## src/rtl/mdio_master.sv

```systemverilog
module mdio_master #(
  parameter int DIV_W     = 8,
  parameter int DIV_RESET = 32
) (
  input  logic             clk,
  input  logic             rst_n,
  input  logic             cmd_we,
  input  logic [11:0]      cmd_wdata,
  input  logic             pre_sup,
  input  logic             data_we,
  input  logic [15:0]      data_wdata,
  input  logic             div_we,
  input  logic [DIV_W-1:0] div_wdata,
  output logic             busy,
  output logic [15:0]      data_rdata,
  output logic             mdc,
  output logic             mdio_o,
  output logic             mdio_oe,
  input  logic             mdio_i
);

  localparam logic [5:0]       LAST_IDX = 6'd63;
  localparam logic [5:0]       PRE_SKIP = 6'd32;
  localparam logic [5:0]       TA_IDX   = 6'd46;
  localparam logic [5:0]       DAT_IDX  = 6'd48;
  localparam logic [DIV_W-1:0] DIV_INIT = DIV_W'(DIV_RESET);
  localparam logic [DIV_W-1:0] DIV_MIN  = DIV_W'(2);

  logic             rd_q;
  logic [63:0]      frame_q;
  logic [5:0]       idx_q;
  logic [DIV_W-1:0] cnt_q, div_q, half;
  logic [15:0]      data_q, sh_q, sh_nxt;
  logic             cmd_rd, accept, bit_end, done, sample;

  assign half    = div_q >> 1;
  assign cmd_rd  = cmd_wdata[11];
  assign accept  = cmd_we && !busy && (cmd_wdata[11] || cmd_wdata[10]);
  assign bit_end = (cnt_q == div_q - 1'b1);
  assign done    = busy && bit_end && (idx_q == LAST_IDX);
  assign sample  = busy && rd_q && (cnt_q == half) && (idx_q >= DAT_IDX);
  assign sh_nxt  = sample ? {sh_q[14:0], mdio_i} : sh_q;

  assign mdc        = busy && (cnt_q >= half);
  assign mdio_o     = busy ? frame_q[LAST_IDX - idx_q] : 1'b1;
  assign mdio_oe    = busy && !(rd_q && idx_q >= TA_IDX);
  assign data_rdata = data_q;

  always_ff @(posedge clk) begin
    if (!rst_n) begin
      busy    <= 1'b0;
      rd_q    <= 1'b0;
      frame_q <= '0;
      idx_q   <= '0;
      cnt_q   <= '0;
      div_q   <= DIV_INIT;
      data_q  <= '0;
      sh_q    <= '0;
    end else begin
      if (accept) begin
        busy    <= 1'b1;
        rd_q    <= cmd_rd;
        idx_q   <= pre_sup ? PRE_SKIP : 6'd0;
        cnt_q   <= '0;
        frame_q <= {32'hFFFF_FFFF, 2'b01, cmd_rd ? 2'b10 : 2'b01, cmd_wdata[9:0],
                    cmd_rd ? 18'h3FFFF : {2'b10, data_q}};
      end else if (busy) begin
        if (bit_end) begin
          cnt_q <= '0;
          idx_q <= idx_q + 6'd1;
          if (idx_q == LAST_IDX) busy <= 1'b0;
        end else begin
          cnt_q <= cnt_q + 1'b1;
        end
      end
      sh_q <= sh_nxt;
      if (div_we && !busy && div_wdata >= DIV_MIN) div_q <= div_wdata;
      if (done && rd_q)            data_q <= sh_nxt;
      else if (data_we && !busy)   data_q <= data_wdata;
    end
  end

  AST_BUSY_FROM_CMD: assert property (@(posedge clk) disable iff (!rst_n)
    $rose(busy) |-> $past(cmd_we));
  AST_CMD_WHILE_BUSY: assert property (@(posedge clk) disable iff (!rst_n)
    (busy && cmd_we) |=> $stable(frame_q));
  AST_BIT_STEADY: assert property (@(posedge clk) disable iff (!rst_n)
    (busy && $past(busy) && cnt_q != '0) |-> $stable(mdio_o));
  AST_DIV_FLOOR: assert property (@(posedge clk) disable iff (!rst_n)
    div_q >= DIV_MIN);
  AST_DATA_HELD: assert property (@(posedge clk) disable iff (!rst_n)
    (busy && $past(busy)) |-> $stable(data_rdata));
  AST_IDLE_PINS: assert property (@(posedge clk) disable iff (!rst_n)
    (!busy && $past(!busy)) |-> (!mdio_oe && !mdc && mdio_o));

endmodule

```

## config.mk

```make
export PLATFORM = sky130hd
export DESIGN_NAME = mdio_master
export DESIGN_NICKNAME = d
export VERILOG_FILES = /design/src/rtl/mdio_master.sv
export SDC_FILE = /design/constraint.sdc
export NUM_CORES = 1
export LEC_CHECK = 0
export BUFFER_PORTS_ARGS = -buffer_cell sky130_fd_sc_hd__buf_4
export CAP_MARGIN = 20
export CORE_MARGIN = 2
export CORE_UTILIZATION = 40
export DETAILED_ROUTE_END_ITERATION = 10
export MAX_ROUTING_LAYER = met4
export PLACE_DENSITY_LB_ADDON = 0.15
export SLEW_MARGIN = 20
export SYNTH_ARGS = -nofsm -noshare
export SYNTH_HDL_FRONTEND = slang
export SYNTH_SLANG_ARGS = --single-unit
```

## constraint.sdc

```tcl
create_clock -name clk -period 2.8 [get_ports clk]
set_clock_uncertainty 0.15 [all_clocks]
set_input_delay 0.42 -clock clk [delete_from_list [all_inputs] [get_ports clk]]
set_output_delay 0.42 -clock clk [all_outputs]
set_load 0.005 [all_outputs]
```

After elaboration in Yosys (flattened, before gate mapping)
Index checks and enable logic that the tools add are counted.

Register bits: 87. Output and inout port bits: 20. Word-level logic and storage cells: 60.

$add $sub $neg: 4. Magnitude comparators: 5. Equal/unequal tests: 3. Mux-type cells: 17. Bitwise gates (word level): 1. Reductions and logical operators: 22.

Operator list (number): $mux 16 (3); $mux 6 (4); $mux 17 (1); $logic_and 1x1->1 (14); $ge 6x6->1 const B (2); $add 8x1->8 const B (1); $eq 8x7->1 (1); $eq 8x8->1 (1); $ge 8x2->1 const B (1); $ge 8x7->1 (1); $mux 8 (1); $sub 8x1->8 const B (1); $lt 6x7->1 const B (1); $add 6x1->6 const B (1); $bmux 1 s6 (1); $eq 6x6->1 const B (1); $mux 1 (6); $reduce_bool 2->1 (3); $sub 6x6->6 const A (1); $logic_not 1->1 (2); $mux 2 (1); $reduce_and 2->1 (1); $reduce_or 2->1 (1); $logic_or 1x1->1 (1); $not 1->1 (1).

Logic depth before layout (Yosys ltp)
Word-level depth: 6. Gate-level depth with buffers: 9.

Least setup slack after synthesis
Ideal clock, no wire load.

Path kind: register to register. Start: reg div_q[0]. End: reg data_q[10] (netlist: data_rdata[10]). Library setup time: 0.121 ns. Arrival: 2.550 ns. Data required time: 2.529 ns. Path slack: -0.021 ns. Stages on the path, launching flop included: 9. Period minus slack after synthesis: 2.821 ns. Path through: dfxtp_1 inv_1 ha_1 or3b_1 nor4_2 o211ai_1 nor4_4 buf_6 mux2_2.

Longest elaborated chain between the ends: 6. Elaborated cells on any way between the ends: 7. Classes of those cells: add/sub (1); eq/ne (1); mux (1); reduce/logical (4).

RTL lines: from (decl) (line 32) `logic [DIV_W-1:0] cnt_q, div_q, half;`; from (signal assigned) (line 77) `if (div_we && !busy && div_wdata >= DIV_MIN) div_q <= div_wdata;`; $sub 8x1->8 * (line 39) `assign bit_end = (cnt_q == div_q - 1'b1);`; $eq 8x8->1 * (line 39); $logic_and 1x1->1 * (2 in series) (line 40) `assign done = busy && bit_end && (idx_q == LAST_IDX);`; $logic_and 1x1->1 * (line 78) `if (done && rd_q) data_q <= sh_nxt;`; $mux 16 or $reduce_bool 2->1 (tied branches); to (signal assigned) (line 78); to (signal assigned) (line 79) `else if (data_we && !busy) data_q <= data_wdata;`; to (decl) (line 33) `logic [15:0] data_q, sh_q, sh_nxt;`.

Every way passes the cells marked *; elsewhere a longest branch is shown, timed or not. A chain may end at the register's enable or synchronous reset.

Final worst setup path
Start: reg idx_q[0]. End: out mdio_o.

Longest elaborated chain between the ends: 4.

RTL lines: from (decl) (line 31) `logic [5:0] idx_q;`; from (signal assigned) (line 63) `idx_q <= pre_sup ? PRE_SKIP : 6'd0;`; from (signal assigned) (line 70) `idx_q <= idx_q + 6'd1;`; $sub 6x6->6 (line 45) `assign mdio_o = busy ? frame_q[LAST_IDX - idx_q] : 1'b1;`; $bmux 1 s6 (line 45); $mux 1 (not written as such) (line 45); $mux 1 (line 45); to (decl) (line 17) `output logic mdio_o,`.

No other way between the ends. The select of a mux whose other input is x is not followed.

==> out/qor.yml <==
final.setup.tns_ns: 0
cpPeakStageDelay_ns: 0.51
worst_setup_path_start_kind: "register"
pin_count: 63
die_area_um2: 11400
cts_buffers: 9
grt_setup_unrepaired: "false"
netlist_instances: 460
detailedRoute.firstIterationViolations: 170
finalCritPeriodShare: 0.971
cp.buffers_inverters: 1
vdd_drop_max_mv: 0.257
p_leak_nw: 2.01
antenna_found_initial: 0
drive_gt1_frac: 0.264
synth.net_count: 513
drc: 0
clockBufferDepth: 2
post-place-ws_ns: 0.0392
grt_usage: 0.198
seq_area_um2: 1690
syn_to_final_growth_pct: 22.5
wirelength_mm: 10.6
holdBufCountCts: 0
fp.coreArea_um2: 10300
syn_area_um2: 4210
min_period_ns: 2.72
grt_remaining_overflow: 0
crit_fanout: 5
rows: 37
h-tree-depth: 3
synth_seq_cells: 84
initial_utilization: 0.409
synth_fa_ha_area_frac: 0.0297
dieHeight_um: 107
status: "finished, final reports clean"
power_density_nw_per_um2: 545
holdCritPathClass: "in -> reg"
port_buffers: 62
multi_input_comb_area_um2: 2370
worstPathArrival_ns: 2.15
cts_root_buf: "clkbuf_8"
tightest_slew_ns: 0.732
nFillCells: 983
synth_flop_cell: "dfxtp_1"
yosys.area.top_type_share: 0.400
wire_per_inst_um: 16.1
path_clk_slew_ns: 0.09
dp_hpwl_mm: 7.62
drtAntennaViolNets: 0
maxSlewViolCount: 0
synth-seq-area-share: 0.400
fmax_ghz: 0.368
gp_congestion: 0.843
synth_compound_area_frac: 0.104
yosys_warnings: 0
cts_tree: "yes"
worstSetupPathType: "reg -> out"
hold_viol: 0
clk_latency_ns: 0.35
ys_types: 53
via_per_inst: 5.36
synth_mux_area_frac: 0.186
setup_viol: 0
drv_cap: 0
worstPathRequired_ns: 2.23
n_antenna_cell: 0
synthArstFlopShare: 0
synthTopCellsByArea: "dfxtp_1 40%, mux2i_1 9.8%, nor2_1 5.8%, nor3_1 4.6%, mux2_2 4.6%"
synth_edf_count: 0
vias: 3526
synth_xor_area_frac: 0.0271
grt_pass1_vias: 3480
p_total_mw: 2.81
maxSlewHeadroom: 0.511
crit_path_end_kind: "output pin"
yosysTopAreaCell: "dfxtp_1"
grt_max_degree: 42
firstDrtPassIters: 4
fin_nets: 570
synthSimpleGateAreaFrac: 0.208
clock-sinks: 84
grt_first_pass_wirelength_mm: 17.3
synth_top_family_by_area: "simple AND/OR/NAND/NOR gates"
die_w_um: 107
crit_chain: "mux4_2 -> mux4_2 -> nand3_1 -> o2111ai_1 -> buf_4"
avgSynthCellArea_um2: 9.14
critPathSlowestCell: "mux4_2"
path_delay_family: "multiplexers"
critPathMostFrequentCell: "mux4_2"
setup_ws_ns: 0.0823
## stage by stage
| step | cell area (µm²) | cells | utilization | hold WS, ns |
|---|---|---|---|---|
| finish | 5150 | 658 | 0.501 | 0.156 |
| global route | 5150 | 658 | 0.501 | 0.148 |
| CTS | 5120 | 658 | 0.499 | 0.149 |
| detailed placement | 4860 | 642 | 0.473 | 0.297 |
| global placement | 4860 | 642 | 0.473 | 0.291 |
| floorplan | 4210 | 460 | - | 0.283 |
## cell type report
class | count | area share
well taps | 136 | 0.0330
flip-flops and latches | 84 | 0.327
inverters | 16 | 0.0117
clock inverters | 6 | 0.0231
repair buffers | 78 | 0.119
multi-input cells | 328 | 0.460
clock buffers | 10 | 0.0267
## path summary, 6_finish.rpt
kind              slack (ns)                         end  cells past startpoint                startpoint
setup reg to reg        0.13  data_rdata[7]$_SDFFE_PN0P_                      8     div_q[0]$_SDFFE_PN0P_
hold / removal          0.16    frame_q[21]$_SDFFE_PN0P_                      3              cmd_wdata[3]
setup / recovery        0.08                      mdio_o                      5     idx_q[0]$_SDFFE_PN0P_
hold reg to reg         0.31    frame_q[21]$_SDFFE_PN0P_                      2  frame_q[21]$_SDFFE_PN0P_
## sequential cells by signal, summed over array words and instances, names as in the netlist
signal,count
div_q,8
frame_q,29
idx_q,6
busy,1
data_rdata,16
sh_q,16
cnt_q,8
## report_power, final
group          internal, mW  switching [mW]  total [mW]
registers              1.25          0.0530        1.30
logic                 0.205           0.211       0.416
clock network         0.628           0.461        1.09
total                  2.09           0.724        2.81
## cells in the mapped netlist, drive strengths merged, types with 2 or more instances
| cell type | count |
|---|---|
| or3b | 2 |
| nand2 | 35 |
| o2111ai | 3 |
| xnor2 | 6 |
| xor2 | 7 |
| a221oi | 2 |
| o211ai | 5 |
| o21a | 2 |
| a211oi | 4 |
| nand3 | 9 |
| buf | 7 |
| and3 | 4 |
| o21ai | 6 |
| clkbuf | 25 |
| nor2b | 3 |
| o311ai | 2 |
| ha | 10 |
| nor3 | 40 |
| mux4 | 8 |
| clkinv | 2 |
| a31oi | 3 |
| dfxtp | 84 |
| o41ai | 2 |
| nand2b | 4 |
| nor4 | 4 |
| or2 | 2 |
| inv | 14 |
| o2111a | 2 |
| mux2i | 41 |
| mux2 | 17 |
| nand4 | 6 |
| a21oi | 20 |
| nor2 | 65 |
## worst reg2reg max path, delay by kind of cell, from the launching register on
| kind | cells | cell delay [ns] |
|---|---|---|
| AND/OR/NAND/NOR | 1 | 0.32 |
| adder cells (fa/ha/maj) | 1 | 0.26 |
| flip-flops | 1 | 0.44 |
| AO/OA/AOI/OAI | 3 | 0.78 |
| multiplexers | 1 | 0.34 |
| buffers and inverters | 2 | 0.27 |
## layout by cell type, fill, tap and decap left out, types with 3 or more instances in the layout
cell type  Yosys  layout
dfxtp_1       84      82
buf_4          0      76
nor2_1        65      64
mux2i_1       41      41
nor3_1        39      39
nand2_1       35      35
a21oi_1       20      20
mux2_2        17      17
inv_1         14      14
ha_1          10      10
clkbuf_8       0      10
nand3_1        9       9
mux4_2         8       8
xor2_1         7       7
o21ai_0        6       6
nand4_1        6       6
xnor2_1        6       6
o211ai_1       5       5
nand2b_1       4       4
and3_1         4       4
a211oi_1       4       4
a31oi_1        3       3
o2111ai_1      3       3
nor4_4         2       3
bufinv_16      0       3
## cells by family after synthesis
kind of cell / count (synthesis)
AND/OR/NAND/NOR: 180
flip-flops: 84
multiplexers: 66
AO/OA/AOI/OAI: 59
buffers and inverters: 48
XOR/XNOR: 13
adder cells (fa/ha/maj): 10
## metal layers
metal	part of all wire	track usage	vias to the layer above
li1	-	-	1749
met1	0.45	0.244	1664
met2	0.49	0.327	92
met3	0.036	0.0282	21
met4	0.021	0.0788	0
met5	0	-	-
## what timing repair did
| action | CTS | global route |
|---|---|---|
| setup buffers | 0 | 0 |
| gates cloned | 0 | 0 |
| endpoints found under the setup margin | 4 | 17 |
| gates resized for setup | 3 | 5 |
| pin swaps | 0 | 0 |
Power figures use the tool's default switching activity.
